## src/rtl/pic_pkg.sv

```systemverilog
package pic_pkg;
    localparam int NUM_IN = 8;
    localparam int IDX_W  = $clog2(NUM_IN);
    localparam int DATA_W = 8;
    localparam int BASE_W = DATA_W - IDX_W;

    typedef enum logic [1:0] {
        ST_RUN  = 2'd0,
        ST_BASE = 2'd1,
        ST_CASC = 2'd2,
        ST_MODE = 2'd3
    } init_st_e;

    typedef struct packed {
        logic             vld;
        logic [IDX_W-1:0] idx;
    } grant_t;

    function automatic grant_t pick_first(input logic [NUM_IN-1:0] v);
        grant_t g;
        g = '0;
        for (int i = NUM_IN - 1; i >= 0; i--) begin
            if (v[i]) begin
                g.vld = 1'b1;
                g.idx = IDX_W'(i);
            end
        end
        return g;
    endfunction

    function automatic logic [NUM_IN-1:0] outrank_mask(input logic [NUM_IN-1:0] svc);
        logic [NUM_IN-1:0] m;
        logic seen;
        seen = 1'b0;
        for (int i = 0; i < NUM_IN; i++) begin
            seen = seen | svc[i];
            m[i] = ~seen;
        end
        return m;
    endfunction
endpackage

```

## src/rtl/pic_cmd.sv

```systemverilog
module pic_cmd
    import pic_pkg::*;
(
    input  logic                clk,
    input  logic                rst,
    input  logic                wr,
    input  logic                addr,
    input  logic [DATA_W-1:0]   wdata,
    output logic [NUM_IN-1:0]   mask,
    output logic [BASE_W-1:0]   base,
    output logic                rd_isr,
    output logic                cascaded,
    output logic [DATA_W-1:0]   casc_word,
    output logic                init_clr,
    output logic                eoi_vld,
    output logic [IDX_W-1:0]    eoi_idx
);
    init_st_e st;
    logic     need_casc, need_mode;
    logic     cmd_wr;

    assign cmd_wr   = wr && !addr;
    assign init_clr = cmd_wr && wdata[4];
    assign eoi_vld  = cmd_wr && (st == ST_RUN) && (wdata[4:3] == 2'b00)
                      && (wdata[7:5] == 3'b011);
    assign eoi_idx  = wdata[IDX_W-1:0];

    always_ff @(posedge clk) begin
        if (rst) begin
            st        <= ST_RUN;
            mask      <= '1;
            base      <= '0;
            rd_isr    <= 1'b0;
            cascaded  <= 1'b0;
            casc_word <= '0;
            need_casc <= 1'b0;
            need_mode <= 1'b0;
        end else if (init_clr) begin
            st        <= ST_BASE;
            mask      <= '1;
            rd_isr    <= 1'b0;
            need_casc <= ~wdata[1];
            need_mode <= wdata[0];
            cascaded  <= ~wdata[1];
        end else if (wr && addr) begin
            unique case (st)
                ST_RUN:  mask <= wdata[NUM_IN-1:0];
                ST_BASE: begin
                    base <= wdata[DATA_W-1:IDX_W];
                    st   <= need_casc ? ST_CASC : (need_mode ? ST_MODE : ST_RUN);
                end
                ST_CASC: begin
                    casc_word <= wdata;
                    st        <= need_mode ? ST_MODE : ST_RUN;
                end
                ST_MODE: st <= ST_RUN;
            endcase
        end else if (cmd_wr && (st == ST_RUN) && (wdata[4:3] == 2'b01) && wdata[1]) begin
            rd_isr <= wdata[0];
        end
    end
endmodule

```

## src/rtl/pic_reqlatch.sv

```systemverilog
module pic_reqlatch
    import pic_pkg::*;
(
    input  logic              clk,
    input  logic              rst,
    input  logic [NUM_IN-1:0] irq_in,
    input  logic              clr_all,
    input  logic [NUM_IN-1:0] clr_grant,
    output logic [NUM_IN-1:0] irr
);
    logic [NUM_IN-1:0] prev;

    always_ff @(posedge clk) begin
        if (rst) begin
            prev <= '0;
            irr  <= '0;
        end else begin
            prev <= irq_in;
            if (clr_all)
                irr <= '0;
            else
                irr <= ((irr | (irq_in & ~prev)) & irq_in) & ~clr_grant;
        end
    end
endmodule

```

## src/rtl/pic_resolver.sv

```systemverilog
module pic_resolver
    import pic_pkg::*;
(
    input  logic [NUM_IN-1:0] irr,
    input  logic [NUM_IN-1:0] mask,
    input  logic [NUM_IN-1:0] isr,
    output grant_t            grant
);
    logic [NUM_IN-1:0] eligible;

    assign eligible = irr & ~mask & outrank_mask(isr);
    assign grant    = pick_first(eligible);
endmodule

```

## src/rtl/pic_ctrl.sv

```systemverilog
module pic_ctrl
    import pic_pkg::*;
(
    input  logic              clk,
    input  logic              rst,
    input  logic              bus_wr,
    input  logic              bus_addr,
    input  logic [7:0]        bus_wdata,
    output logic [7:0]        bus_rdata,
    input  logic [7:0]        irq_in,
    output logic              irq_out,
    input  logic              inta,
    output logic [7:0]        inta_vec,
    output logic              cascaded,
    output logic [7:0]        casc_word
);
    logic [NUM_IN-1:0] mask_q, irr_q, isr_q, clr_grant;
    logic [BASE_W-1:0] base_q;
    logic              rd_isr, init_clr, eoi_vld;
    logic [IDX_W-1:0]  eoi_idx;
    grant_t            grant;

    pic_cmd u_cmd (
        .clk(clk), .rst(rst), .wr(bus_wr), .addr(bus_addr), .wdata(bus_wdata),
        .mask(mask_q), .base(base_q), .rd_isr(rd_isr), .cascaded(cascaded),
        .casc_word(casc_word), .init_clr(init_clr), .eoi_vld(eoi_vld),
        .eoi_idx(eoi_idx)
    );

    pic_resolver u_res (.irr(irr_q), .mask(mask_q), .isr(isr_q), .grant(grant));

    assign clr_grant = (inta && grant.vld) ? (NUM_IN'(1) << grant.idx) : '0;

    pic_reqlatch u_req (
        .clk(clk), .rst(rst), .irq_in(irq_in), .clr_all(init_clr),
        .clr_grant(clr_grant), .irr(irr_q)
    );

    always_ff @(posedge clk) begin
        if (rst || init_clr) begin
            isr_q <= '0;
        end else begin
            isr_q <= (isr_q & ~(eoi_vld ? (NUM_IN'(1) << eoi_idx) : '0)) | clr_grant;
        end
    end

    assign irq_out   = grant.vld;
    assign inta_vec  = {base_q, grant.vld ? grant.idx : IDX_W'(NUM_IN - 1)};
    assign bus_rdata = bus_addr ? mask_q : (rd_isr ? isr_q : irr_q);
endmodule

```

## config.mk

```make
export PLATFORM = sky130hd
export DESIGN_NAME = pic_ctrl
export DESIGN_NICKNAME = d
export VERILOG_FILES = /design/src/rtl/pic_pkg.sv /design/src/rtl/pic_cmd.sv /design/src/rtl/pic_reqlatch.sv /design/src/rtl/pic_resolver.sv /design/src/rtl/pic_ctrl.sv
export SDC_FILE = /design/constraint.sdc
export NUM_CORES = 1
export LEC_CHECK = 0
export CORE_ASPECT_RATIO = 1.2
export CORE_MARGIN = 2
export CORE_UTILIZATION = 27
export CTS_CLUSTER_DIAMETER = 200
export CTS_CLUSTER_SIZE = 16
export DETAILED_ROUTE_END_ITERATION = 12
export PLACE_DENSITY_LB_ADDON = 0.1
export SYNTH_ARGS = -nofsm -noshare
export SYNTH_HDL_FRONTEND = slang
export SYNTH_SLANG_ARGS = --single-unit
```

## constraint.sdc

```tcl
create_clock -name clk -period 4.1 [get_ports clk]
set_clock_uncertainty 0.2 [all_clocks]
set_input_delay 0.615 -clock clk [delete_from_list [all_inputs] [get_ports clk]]
set_output_delay 0.615 -clock clk [all_outputs]
set_load 0.005 [all_outputs]
```

==> results of run 1 <==
## path summary, 6_finish.rpt
path	start	to	slack, ns	depth (start not counted)
max	isr_q[0]	inta_vec[0]	0.69	6
min	u_cmd.casc_word[2]	u_cmd.casc_word[2]	0.26	2
max reg2reg	isr_q[0]	isr_q[5]	1.92	5
min reg2reg	u_cmd.casc_word[2]	u_cmd.casc_word[2]	0.26	2
## logic make-up after synthesis
| logic type | count (synthesis) | share of synthesized area (%) |
|---|---|---|
| compound gates | 56 | 16.57 |
| buf+inv | 21 | 3.479 |
| flops | 50 | 44.17 |
| mux | 14 | 6.184 |
| simple gates | 126 | 29.60 |
## per-stage QoR
stage                     utilization (%)  power [mW]  instance area (sq um)
after detailed placement            34.87      0.6526                   2843
after CTS                           35.99      0.9476                   2934
after global placement              34.87      0.6512                   2843
final                               35.99      0.9337                   2934
after global routing                35.99      0.9822                   2934
after floorplan                         -      0.5852                   2266
## layout by cell type, fill, tap and decap left out, types with 2 or more instances in the layout
master and n:
dfxtp_1 50, nor2_1 11, nand2b_1 9, nand2_1 55, nor2b_1 12, inv_1 8
o21ai_0 17, nor3b_1 3, nand3_1 12, clkdlybuf4s50_1 46, nor3_1 4, o31ai_1 2
or3b_2 3, a211oi_1 2, clkbuf_8 6, o2111a_1 7, mux2i_1 14, buf_4 3
and3_1 2, o211ai_1 2, a21oi_1 22
## layout make-up
type	instances	area share (%)
Clock buffer	7	2.942
Inverter	8	1.023
Multi-Input combinational cell	196	40.43
Tap cell	114	4.861
Timing Repair Buffer	49	16.46
Sequential cell	50	34.12
Clock inverter	1	0.1706
## tightest hold or removal path, stage by stage, from the launching register on
cell and delay, ns:
dfxtp_1 0.32, nand2_1 0.05, a21oi_1 0.05
## state kept, by name, indices dropped and copies added, names as in the netlist
signal	flops
isr_q	8
u_cmd.casc_word	8
u_cmd.mask	8
u_req.irr	8
u_req.prev	8
u_cmd.base	5
u_cmd.st	2
u_cmd.cascaded	1
u_cmd.need_mode	1
u_cmd.rd_isr	1
## power groups by stage
stage               Sequential, mW  Combinational, mW  Clock, mW
floorplan                    0.522             0.0637          0
detailed placement           0.527              0.125          0
global route                 0.518              0.137      0.327
finish                       0.516              0.123      0.295
CTS                          0.516              0.126      0.306
global placement             0.527              0.124          0
## metal layers
| layer | vias to the layer above | share of wire [%] | routed length, um |
|---|---|---|---|
| met4 | 0 | 0.54 | 34 |
| met2 | 49 | 46 | 2920 |
| met3 | 3 | 5.1 | 324 |
| li1 | 1021 | - | - |
| met5 | - | 0 | 0 |
| met1 | 892 | 48 | 3012 |
==> results.py, run 1 <==
metrics = {
    "synth": {
        "async_reset_ff_share_pct": 0,
        "yosys.area.top_type": "dfxtp_1",
        "synth_cell_type_count": 38,
        "synth-edff-count": 0,
        "ys_warn_count": 0,
        "synth_cells": 267,
        "synth-seq-cells": 50,
        "yosysTopAreaCellShare_pct": 44.17,
        "synth-main-ff-cell": "dfxtp_1",
        "synth_area_sq_um": 2266,
        "yosysMostFrequentCell": "nand2_1",
        "synth_nets": 288,
        "avgSynthCellArea_sq_um": 8.487,
        "synthTopCellsByCount": "nand2_1 (55), dfxtp_1 (50), a21oi_1 (22), o21ai_0 (17), mux2i_1 (14)",
        "yosys-top-cells-area": "dfxtp_1 (44%), nand2_1 (9.1%), mux2i_1 (6.2%)",
        "synth_seq_area_share_pct": 44.17,
    },
    "place": {
        "place_ws_ns": 0.9338,
        "place_congestion": 0.7506,
        "placed_cells": 417,
        "port_buffers": 46,
        "hpwl_mm": 4.543,
    },
    "detailed_routing": {
        "via_per_inst": 4.624,
        "wl_per_cell_um": 14.80,
        "antenna_left": 0,
        "first_pass_iters": 4,
        "drc": 0,
        "wl_mm": 6.292,
        "drt-initial-drc-count": 54,
        "via_count": 1965,
    },
    "setup_path": {
        "path_class": "register to primary output",
        "cp.arrival_ns": 2.59,
        "cp.buffers_inverters": 1,
        "max_stage_delay_ns": 0.55,
        "path_max_fanout": 8,
        "cp.required_ns": 3.28,
        "crit_path_end_kind": "primary output",
        "critical_path.cell_chain": "or4_4 -> nor4b_4 -> a31oi_2 -> and2_4 -> o21ai_0 -> clkdlybuf4s50_1",
        "slowest_stage": "or4_4",
        "crit_family": "simple AND/OR/NAND/NOR gates",
        "startpoint_type": "register",
    },
    "clock_network": {
        "path_clk_slew_ns": 0.09,
        "cts_max_level": 2,
        "clockRootBuffer": "clkbuf_8",
        "cts.sinks": 50,
        "cts_made_buffers": 5,
        "postCtsSetupBuffers": 0,
        "cts_buffer_depth": 2,
        "cts-resized-gates": 0,
        "cts_hold_buffers": 0,
        "clk_latency_ns": 0.30,
        "cts_tree": "built",
    },
    "cells_and_area": {
        "finalNonFillerCells": 425,
        "layout-drive-gt1-share_pct": 6.431,
        "final.fill_count": 879,
        "num-nets-final": 331,
        "seq_area_sq_um": 1001,
        "multi_input_area_sq_um": 1186,
        "diodes": 0,
        "area_growth_pct": 29.49,
    },
    "global_route": {
        "met1_usage_pct": 19.35,
        "grt_max_degree": 25,
        "antenna_found_initial": 0,
        "grt.busiest_layer": "met2",
        "grt_use_met2_pct": 22.46,
        "overflow": 0,
        "grt_pass1_wl_mm": 10.12,
        "track_usage_pct": 14.23,
        "met3_usage_pct": 3.810,
        "grt_pass1_vias": 1972,
    },
    "timing": {
        "worst_slack_ns": 0.6945,
        "fin_setup_tns_ns": 0,
        "rsz0062_at_grt": "false",
        "timing_max_transition_violations_final": 0,
        "setup-violations-final": 0,
        "worstMarginPinSlew_ns": 0.8967,
        "hold_violations": 0,
        "period_needed_ns": 3.406,
        "slew_headroom_pct": 39.76,
        "hold_slack_ns": 0.2587,
        "fmax_mhz": 293.6,
        "fin_crit_sh_pct": 83.06,
    },
    "job": {
        "max_cap_violations": 0,
    },
    "power_and_ir_drop": {
        "peakVddDrop_mv": 0.1313,
        "combPwrFrac_pct": 13.2,
        "power_per_cell_area_nw_per_um2": 318.2,
        "p_int_mw": 0.7041,
        "p_leak_nw": 1.104,
        "seqPwrFrac_pct": 55.2,
        "swShare_pct": 24.59,
        "clock_power_share_pct": 31.6,
        "p_switching_mw": 0.2296,
    },
    "die": {
        "die_y_um": 104.4,
        "fp-row-count": 36,
        "pin_count": 47,
        "die_x_um": 87.63,
        "core_sq_um": 8153,
        "start_util_pct": 27.79,
        "die_area_sq_um": 9144,
    },
    "min_path": {
        "hold_path_class": "register to register",
    },
    "outcome": {
        "status": "finished, final reports clean",
    },
}
(Power assumes the default switching activity.)
==> run 2, diff against run 1 <==
clock period = 3.4 ns   (was 4.1 ns; I/O delays follow)
==> run 2 against run 1 <==
Register-to-register slack lost 0.68 ns. Global-route usage grew 0.51 points. Non-clock buffer count grew 3. Clock power grew 36%. Core utilization grew 0.51 points. First-iteration DRC count grew 9.3%. Via count grew 2.7%. Flip-flop and latch count is the same. Critical endpoint unchanged. Largest power group unchanged. Highest routed layer unchanged.
==> results.py, run 2 (synthesis results as in run 1) <==
metrics = {
    "clock_network": {
        "cts_buffer_depth": 2,
        "cts.sinks": 50,
        "postCtsSetupBuffers": 0,
        "path_clk_slew_ns": 0.09,
        "cts_made_buffers": 5,
        "cts-resized-gates": 0,
        "clockRootBuffer": "clkbuf_8",
        "cts_max_level": 2,
        "cts_hold_buffers": 0,
        "clk_latency_ns": 0.30,
        "cts_tree": "built",
    },
    "job": {
        "max_cap_violations": 0,
    },
    "global_route": {
        "antenna_found_initial": 0,
        "grt_pass1_vias": 2015,
        "track_usage_pct": 14.74,
        "grt_max_degree": 25,
        "overflow": 0,
        "grt_pass1_wl_mm": 10.37,
    },
    "die": {
        "die_y_um": 104.4,
        "die_x_um": 87.63,
        "start_util_pct": 27.79,
        "core_sq_um": 8153,
        "fp-row-count": 36,
        "pin_count": 47,
        "die_area_sq_um": 9144,
    },
    "outcome": {
        "status": "finished, final reports clean",
    },
    "cells_and_area": {
        "layout-drive-gt1-share_pct": 7.643,
        "stdcell_area_sq_um": 2975,
        "diodes": 0,
        "num-nets-final": 334,
        "area_growth_pct": 31.31,
        "final_cell_mix": "nand2_1 (55), dfxtp_1 (50), clkdlybuf4s50_1 (46)",
        "final_common_cell": "nand2_1",
    },
    "place": {
        "place_congestion": 0.7139,
        "hpwl_mm": 4.662,
        "port_buffers": 46,
        "place_ws_ns": 0.4847,
        "place_area_sq_um": 2865,
    },
    "power_and_ir_drop": {
        "p_leak_nw": 1.128,
        "peakVddDrop_mv": 0.1392,
        "power_per_cell_area_nw_per_um2": 395.7,
        "fin_total_pwr_mw": 1.177,
    },
    "detailed_routing": {
        "first_pass_iters": 4,
        "wl_mm": 6.441,
        "via_count": 2018,
        "wl_per_cell_um": 15.05,
        "drc": 0,
        "antenna_left": 0,
        "via_per_inst": 4.715,
        "drt-initial-drc-count": 59,
    },
    "setup_path": {
        "max_stage_delay_ns": 0.58,
        "crit_path_end_kind": "primary output",
        "reg2reg_to": "isr_q[5]",
        "worstSetupStartpoint": "isr_q[2]",
        "critical_path.endpoint": "inta_vec[0]",
        "cp.arrival_ns": 2.53,
        "slowest_stage": "or4_4",
        "reg2reg_setup_slack_ns": 1.24,
        "path_max_fanout": 5,
        "critical_path.cell_chain": "or4_4 -> nor4b_4 -> a31oi_2 -> and2_4 -> o21ai_0 -> clkdlybuf4s50_1",
        "r2r_cells": 5,
        "worstReg2RegStart": "isr_q[2]",
        "startpoint_type": "register",
        "path_class": "register to primary output",
        "cp.required_ns": 2.69,
    },
    "timing": {
        "rsz0062_at_grt": "false",
        "fmax_mhz": 308.5,
        "timing_max_transition_violations_final": 0,
        "fin_crit_sh_pct": 95.35,
        "slew_headroom_pct": 62.55,
        "period_needed_ns": 3.242,
        "worstMarginPinSlew_ns": 0.5606,
        "fin_setup_tns_ns": 0,
        "setup-violations-final": 0,
        "hold_violations": 0,
        "hold_slack_ns": 0.2588,
        "worst_slack_ns": 0.1582,
    },
    "min_path": {
        "hold_path_class": "register to register",
        "worstHoldStart": "u_cmd.casc_word[4]",
    },
}
run 2: cell count changes in the layout (fill, tap and decap cells not counted):
cell      change
buf_4         +3
clkbuf_1      -1
clkbuf_8      +2
clkinv_2      -1
run 2: layout make-up:
type	instances	area, sq um
repair buffers	52	505.5
inverters	8	30.03
well taps	114	142.6
clock buffers	8	110.1
flip-flops and latches	50	1001
fillers	868	5177
multi-input cells	196	1186
run 2: stage by stage:
step | utilization, % | instances
CTS | 36.49 | 428
finish | 36.49 | 428
detailed placement | 35.14 | 420
global placement | 35.14 | 420
global route | 36.49 | 428
floorplan | - | 267
run 2: per-layer routing:
layer	global-route usage [%]	routed length, um
met1	19.48	3062
met2	24.19	3041
met3	2.857	291
met4	3.956	45
met5	0	0
run 2: worst min-delay path by stage:
stage,endpoint,depth (start not counted)
after global routing,u_cmd.casc_word[6],2
after floorplan,u_cmd.casc_word[0],2
final,u_cmd.casc_word[4],2
after global placement,u_cmd.casc_word[5],2
after detailed placement,u_cmd.casc_word[1],2
after CTS,u_cmd.casc_word[4],2
run 2: report_power, final:
| group | internal, mW | leakage [nW] | switching (mW) | total, mW |
|---|---|---|---|---|
| Sequential | 0.605 | 0.409 | 0.0161 | 0.621 |
| Combinational | 0.0818 | 0.662 | 0.0717 | 0.153 |
| Clock | 0.206 | 0.0575 | 0.197 | 0.402 |
run 2: worst max-delay path, delay by kind of cell, from the launching register on:
kind                   cells  cell delay, ns
AND/OR/NAND/NOR            3            1.04
AO/OA/AOI/OAI              2            0.33
flip-flops                 1            0.35
buffers and inverters      1            0.52
